--- config.mk ---
export PLATFORM = sky130hd
export DESIGN_NAME = xflow_ctrl
export DESIGN_NICKNAME = d
export VERILOG_FILES = /design/src/rtl/xflow_pkg.sv /design/src/rtl/xflow_rxcmp.sv /design/src/rtl/xflow_auto.sv /design/src/rtl/xflow_txsel.sv /design/src/rtl/xflow_ctrl.sv
export SDC_FILE = /design/constraint.sdc
export NUM_CORES = 1
export LEC_CHECK = 0
export BUFFER_PORTS_ARGS = -buffer_cell sky130_fd_sc_hd__clkbuf_2
export CAP_MARGIN = 15
export CORE_ASPECT_RATIO = 1.1
export CORE_MARGIN = 2
export CORE_UTILIZATION = 47
export CTS_BUF_LIST = sky130_fd_sc_hd__clkbuf_16
export DETAILED_ROUTE_END_ITERATION = 6
export PLACE_DENSITY = 0.73
export SLEW_MARGIN = 20
export SYNTH_ARGS = -nofsm -noshare
export SYNTH_HDL_FRONTEND = slang
export SYNTH_SLANG_ARGS = --single-unit
--- constraint.sdc ---
create_clock -name clk -period 2.4 [get_ports clk]
set_input_delay 0.24 -clock clk [delete_from_list [all_inputs] [get_ports clk]]
set_output_delay 0.24 -clock clk [all_outputs]
set_load 0.1 [all_outputs]
--- src/rtl/xflow_pkg.sv ---
package xflow_pkg;
  typedef enum logic [1:0] {
    FS_NORMAL = 2'b00,
    FS_PEND   = 2'b01,
    FS_REEN   = 2'b10,
    FS_HALT   = 2'b11
  } flow_st_e;

  typedef enum logic [1:0] {
    AT_NONE = 2'b00,
    AT_XON  = 2'b01,
    AT_XOFF = 2'b10
  } auto_st_e;

  typedef enum logic [1:0] {
    CS_DATA = 2'b00,
    CS_WAIT = 2'b01,
    CS_XOFF = 2'b10,
    CS_XON  = 2'b11
  } chr_st_e;
endpackage

--- src/rtl/xflow_rxcmp.sv ---
module xflow_rxcmp #(
  parameter int DW = 8,
  parameter logic [DW-1:0] XON_RST  = 8'h11,
  parameter logic [DW-1:0] XOFF_RST = 8'h13
) (
  input  logic          clk,
  input  logic          rst,
  input  logic          xon_wr,
  input  logic          xoff_wr,
  input  logic [DW-1:0] chr_wdata,
  input  logic          rx_valid,
  input  logic [DW-1:0] rx_char,
  input  logic          stat_rd,
  output logic [DW-1:0] xon_chr,
  output logic [DW-1:0] xoff_chr,
  output logic          hit_xon,
  output logic          hit_xoff,
  output logic [1:0]    rx_field,
  output logic          x_evt
);
  logic [1:0] rx_nxt;

  // code registers
  always_ff @(posedge clk) begin
    if (rst) begin
      xon_chr  <= XON_RST;
      xoff_chr <= XOFF_RST;
    end else begin
      if (xon_wr)  xon_chr  <= chr_wdata;
      if (xoff_wr) xoff_chr <= chr_wdata;
    end
  end

  assign hit_xon  = rx_valid && (rx_char == xon_chr);
  assign hit_xoff = rx_valid && (rx_char == xoff_chr);

  // read clears first, a match in the same cycle is kept
  always_comb begin
    rx_nxt = stat_rd ? 2'b00 : rx_field;
    if (hit_xoff) rx_nxt[0] = 1'b1;
    if (hit_xon)  rx_nxt[1] = 1'b1;
  end

  always_ff @(posedge clk) begin
    if (rst) begin
      rx_field <= 2'b00;
      x_evt    <= 1'b0;
    end else begin
      rx_field <= rx_nxt;
      x_evt    <= |rx_nxt;
    end
  end
endmodule

--- src/rtl/xflow_auto.sv ---
module xflow_auto
  import xflow_pkg::*;
#(
  parameter int LVLW = 5,
  parameter int HI_THR = 12,
  parameter int LO_THR = 4
) (
  input  logic            clk,
  input  logic            rst,
  input  logic            auto_en,
  input  logic [LVLW-1:0] rxf_level,
  input  logic            sent_xon,
  input  logic            sent_xoff,
  output logic            xon_pend,
  output logic            xoff_pend,
  output logic [1:0]      auto_field
);
  localparam logic [LVLW-1:0] HI_L = LVLW'(HI_THR);
  localparam logic [LVLW-1:0] LO_L = LVLW'(LO_THR);

  auto_st_e ats;
  logic     idle_q;
  logic     want_off, want_on;

  assign idle_q   = !xon_pend && !xoff_pend;
  assign want_off = idle_q && (rxf_level >= HI_L) && (ats != AT_XOFF);
  assign want_on  = idle_q && (rxf_level <= LO_L) && (ats == AT_XOFF);

  always_ff @(posedge clk) begin
    if (rst || !auto_en) begin
      ats       <= AT_NONE;
      xon_pend  <= 1'b0;
      xoff_pend <= 1'b0;
    end else begin
      if (sent_xoff) begin
        ats       <= AT_XOFF;
        xoff_pend <= 1'b0;
      end else if (want_off) begin
        xoff_pend <= 1'b1;
      end
      if (sent_xon) begin
        ats      <= AT_XON;
        xon_pend <= 1'b0;
      end else if (want_on) begin
        xon_pend <= 1'b1;
      end
    end
  end

  assign auto_field = ats;
endmodule

--- src/rtl/xflow_txsel.sv ---
module xflow_txsel
  import xflow_pkg::*;
#(
  parameter int DW = 8
) (
  input  logic          clk,
  input  logic          rst,
  input  logic          flow_en,
  input  logic          hit_xon,
  input  logic          hit_xoff,
  input  logic          stat_rd,
  input  logic          tx_idle,
  input  logic          txf_empty,
  input  logic [DW-1:0] txf_data,
  input  logic          xon_pend,
  input  logic          xoff_pend,
  input  logic [DW-1:0] xon_chr,
  input  logic [DW-1:0] xoff_chr,
  output logic          tx_load,
  output logic [DW-1:0] tx_char,
  output logic          txf_pop,
  output logic          sent_xon,
  output logic          sent_xoff,
  output logic [1:0]    flow_field,
  output logic [1:0]    chr_field
);
  flow_st_e fs, fs_nxt;
  logic     wait_q;
  logic     bound, blocked, send_dat;

  // a boundary is a shifter that is idle and not just loaded
  assign bound   = tx_idle && !tx_load;
  assign blocked = (fs == FS_HALT) || (fs == FS_PEND) || (flow_en && hit_xoff);

  assign sent_xoff = bound && xoff_pend;
  assign sent_xon  = bound && !xoff_pend && xon_pend;
  assign send_dat  = bound && !xoff_pend && !xon_pend && !blocked && !txf_empty;

  always_comb begin
    fs_nxt = fs;
    if (!flow_en) begin
      fs_nxt = FS_NORMAL;
    end else if (hit_xoff) begin
      if (fs != FS_HALT) fs_nxt = bound ? FS_HALT : FS_PEND;
    end else if (hit_xon) begin
      case (fs)
        FS_HALT: fs_nxt = FS_REEN;
        FS_PEND: fs_nxt = FS_NORMAL;
        default: fs_nxt = fs;
      endcase
    end else begin
      case (fs)
        FS_PEND: if (bound)   fs_nxt = FS_HALT;
        FS_REEN: if (stat_rd) fs_nxt = FS_NORMAL;
        default: fs_nxt = fs;
      endcase
    end
  end

  always_ff @(posedge clk) begin
    if (rst) begin
      fs      <= FS_NORMAL;
      wait_q  <= 1'b0;
      tx_load <= 1'b0;
      txf_pop <= 1'b0;
      tx_char <= '0;
    end else begin
      fs      <= fs_nxt;
      tx_load <= sent_xoff || sent_xon || send_dat;
      txf_pop <= send_dat;
      if (sent_xoff)     tx_char <= xoff_chr;
      else if (sent_xon) tx_char <= xon_chr;
      else if (send_dat) tx_char <= txf_data;
      if (sent_xoff || sent_xon) wait_q <= 1'b1;
      else if (send_dat)         wait_q <= 1'b0;
    end
  end

  assign flow_field = fs;

  always_comb begin
    if (xoff_pend)     chr_field = CS_XOFF;
    else if (xon_pend) chr_field = CS_XON;
    else if (wait_q)   chr_field = CS_WAIT;
    else               chr_field = CS_DATA;
  end
endmodule

--- src/rtl/xflow_ctrl.sv ---
module xflow_ctrl #(
  parameter int DW = 8,
  parameter int LVLW = 5,
  parameter int HI_THR = 12,
  parameter int LO_THR = 4
) (
  input  logic            clk,
  input  logic            rst,
  input  logic            xon_wr,
  input  logic            xoff_wr,
  input  logic [DW-1:0]   chr_wdata,
  input  logic            flow_en,
  input  logic            auto_en,
  input  logic            rx_valid,
  input  logic [DW-1:0]   rx_char,
  input  logic [LVLW-1:0] rxf_level,
  input  logic            txf_empty,
  input  logic [DW-1:0]   txf_data,
  output logic            txf_pop,
  input  logic            tx_idle,
  output logic            tx_load,
  output logic [DW-1:0]   tx_char,
  input  logic            stat_rd,
  output logic [7:0]      stat_word,
  output logic            x_evt
);
  logic [DW-1:0] xon_chr, xoff_chr;
  logic          hit_xon, hit_xoff;
  logic          xon_pend, xoff_pend, sent_xon, sent_xoff;
  logic [1:0]    rx_field, auto_field, flow_field, chr_field;

  xflow_rxcmp #(.DW(DW)) u_rx (
    .clk(clk), .rst(rst), .xon_wr(xon_wr), .xoff_wr(xoff_wr),
    .chr_wdata(chr_wdata), .rx_valid(rx_valid), .rx_char(rx_char),
    .stat_rd(stat_rd), .xon_chr(xon_chr), .xoff_chr(xoff_chr),
    .hit_xon(hit_xon), .hit_xoff(hit_xoff), .rx_field(rx_field),
    .x_evt(x_evt)
  );

  xflow_auto #(.LVLW(LVLW), .HI_THR(HI_THR), .LO_THR(LO_THR)) u_auto (
    .clk(clk), .rst(rst), .auto_en(auto_en), .rxf_level(rxf_level),
    .sent_xon(sent_xon), .sent_xoff(sent_xoff), .xon_pend(xon_pend),
    .xoff_pend(xoff_pend), .auto_field(auto_field)
  );

  xflow_txsel #(.DW(DW)) u_tx (
    .clk(clk), .rst(rst), .flow_en(flow_en), .hit_xon(hit_xon),
    .hit_xoff(hit_xoff), .stat_rd(stat_rd), .tx_idle(tx_idle),
    .txf_empty(txf_empty), .txf_data(txf_data), .xon_pend(xon_pend),
    .xoff_pend(xoff_pend), .xon_chr(xon_chr), .xoff_chr(xoff_chr),
    .tx_load(tx_load), .tx_char(tx_char), .txf_pop(txf_pop),
    .sent_xon(sent_xon), .sent_xoff(sent_xoff),
    .flow_field(flow_field), .chr_field(chr_field)
  );

  assign stat_word = {rx_field, auto_field, flow_field, chr_field};
endmodule

==> impl_results.md <==
* Core area at 3960 um^2
* Worst-path fanout max at 5
* Leading cell types in the layout, fill and taps excluded: 57 x clkbuf_2, 34 x dfxtp_1, 21 x nor3_1
* Synth Register Bits at 36
* RePlAce Congestion at 0.779
* Antenna cells at 0
* Worst-case vdd ir drop at 342 uV
* H-tree levels at 2
* Placed Cells at 323
* Clock sink total at 36
* Post-CTS sizing at 0
* Total setup buffers inserted after CTS at 0
* Initial DRT Pass Iterations at 4
* Die X at 65.1 um
* Synth Warn # at 0
* Sequential area share after synthesis at 37.4%
* CTS Buf Count at 5
* DR vias at 1,775
* Worst skew pair latency at 280 ps
* Required @ worst endpoint at 2570 ps
* DRT antenna net count at 0
* CP Launch Type: register
* FFs w/ async S/R, synth at 0%
* Io pins at 58
* Cells after Synth at 224
* Via density per instance at 5.36
* Final WL at 4.62 mm
* Max Cap Viol at 0
* Worst R2R Start: u_tx.flow_field[1]
* Finish-stage setup viols at 0
* Status: finished, final reports clean
* Overall Global Routing Usage at 21.9%
* Final net count at 320
* Post-synth EDFFs at 0
* Reg2reg path depth at 6
* Largest net degree at the start of global routing at 33
* Remaining DRCs at 0
* CTS tree: built
* Synth Flop Type: dfxtp_1
* Syn avg cell area at 8.61 um^2
* Fin. max-slew vios at 0
* Hold Crit Depth at 2
* P&R area growth vs syn at 24.9%
* Overall power at 1.72 mW
* Final Hold Viols at 0
* Clock skew at 6.05 ps
* Initial antenna violation count at 0
* Cell Area, Synth at 1930 um^2
* PD cells at 715 nW/um^2
* First-pass GRT wire length at 7.81 mm
* Hold endpoint: u_rx.xoff_chr[4]
* Unrepaired setup endpoints after global routing: no
* HP Class: in2reg
* Syn Nets at 266
* Static Leak at 1.03 nW
* Clk root buf: clkbuf_16
* Reg2reg setup slack at 360 ps
* Rows at 24
* Clock tree buffer depth at 2
* Vias in the first global route at 1,656
* Rel. slew slack at 56.3%
* Setup TNS at 0 ps
* WP data arrival at 2210 ps
* Worst reg2reg path endpoint: u_tx.flow_field[0]
* CP Class: reg2reg
* # hold bufs at CTS at 0
* WL/cell at 14.0 um
* Final period utilization at 85.0%
* Clk slew on worst S/H paths at 50 ps
* Peak Freq at 490 MHz
* Leading cell type in the layout, fill and taps excluded: clkbuf_2
* Number of buffers added on ports at 57
* Die Height at 71.2 um
* Die footprint at 4630 um^2
* Total congestion overflow at 0
* Fin cells at 331
* Fraction of layout cells with a size suffix above 1 at 26.9%
* Least-Margin Pin Slew at 655 ps
* Post-layout min period at 2040 ps
* HP Start: chr_wdata[4]
* Crit. End Element: register
* Initial Utilization at 48.6%
* HPWL after detailed placement at 3.47 mm
* DR iter-0 viols at 75
* Post-synthesis cell type count at 40
flip-flops by register name, summed over array words and instances, names as in the netlist, 2 cells and up:
name	flops
u_rx.rx_field	2
u_tx.flow_field	2
u_tx.tx_char	8
u_rx.xoff_chr	8
u_auto.auto_field	2
u_rx.xon_chr	8
worst max-delay path by stage:
stage | start | end | slack (ps) | depth (start not counted)
global route | u_tx.flow_field[1] | u_tx.flow_field[0] | 270 | 6
CTS | u_tx.flow_field[1] | u_tx.flow_field[0] | 370 | 6
finish | u_tx.flow_field[1] | u_tx.flow_field[0] | 360 | 6
global placement | u_tx.flow_field[1] | u_tx.flow_field[0] | 430 | 6
floorplan | u_tx.flow_field[1] | u_tx.flow_field[0] | 40 | 6
detailed placement | u_tx.flow_field[1] | u_tx.flow_field[0] | 380 | 6
synth_stat cells, types with 3 or more instances:
cell      instances  area (um^2)
inv_1             5         18.8
o31ai_1           3         22.5
nand2_1           7         26.3
mux2i_1          11          110
nor2b_1          14         87.6
o21ai_0          10         50.1
nor4_1            3         18.8
ha_1              3         37.5
a211o_1           5         43.8
dfxtp_1          36          721
xnor2_1          16          140
a22oi_1           8         60.1
nor3_1           21          105
a31oi_1          10         62.6
a21oi_1          13         65.1
or2_1             3         18.8
nor2_1           19         71.3
clkbuf_1          8         30.0
worst max-delay path, stage by stage (launching register included):
cell and delay (ps):
dfxtp_2 350, inv_1 60, ha_1 230, or2_1 230, or4_1 530, and3_1 210, a2111oi_2 310
where the power goes:
| part | total (mW) | leakage, nW | switching [mW] | internal, mW |
|---|---|---|---|---|
| logic | 0.348 | 0.652 | 0.238 | 0.110 |
| clock network | 0.716 | 0.0789 | 0.234 | 0.482 |
| registers | 0.657 | 0.297 | 0.0256 | 0.632 |
| total | 1.72 | 1.03 | 0.497 | 1.22 |
cell type report:
cell class                      instances  area, um^2
Fill cell                             378        1560
Multi-Input combinational cell        170        1130
Tap cell                               52        65.1
Inverter                                5        18.8
Sequential cell                        36         723
Clock buffer                            5         125
Clock inverter                          3        37.5
Timing Repair Buffer                   60         308
metrics by stage:
stage | utilization [%] | hold WS [ps] | instance area [um^2] | setup WS, ps
detailed placement | 56.6 | 471 | 2240 | 382
finish | 60.7 | 183 | 2410 | 360
CTS | 60.7 | 182 | 2410 | 369
global placement | 56.6 | 470 | 2240 | 426
floorplan | - | 316 | 1930 | 39.2
global route | 60.7 | 186 | 2410 | 265
routing by layer:
metal	GRT usage (%)	wire length, um
met1	28.6	2160
met2	34.7	2170
met3	5.56	211
met4	9.03	77
met5	0	0
cells by family (layout without fill, tap and decap cells):
logic type / after synthesis / in the layout / share of synthesized area, %
AOI/OAI and AO/OA: 58 / 58 / 20.1
xor gates and xnor gates: 16 / 16 / 7.27
adders and majority gates: 3 / 3 / 1.95
buffers and inverters: 18 / 73 / 4.02
DFF: 36 / 36 / 37.4
muxes: 11 / 11 / 5.71
and+or+nand+nor: 82 / 82 / 23.6
Power figures use the tool's default switching activity.
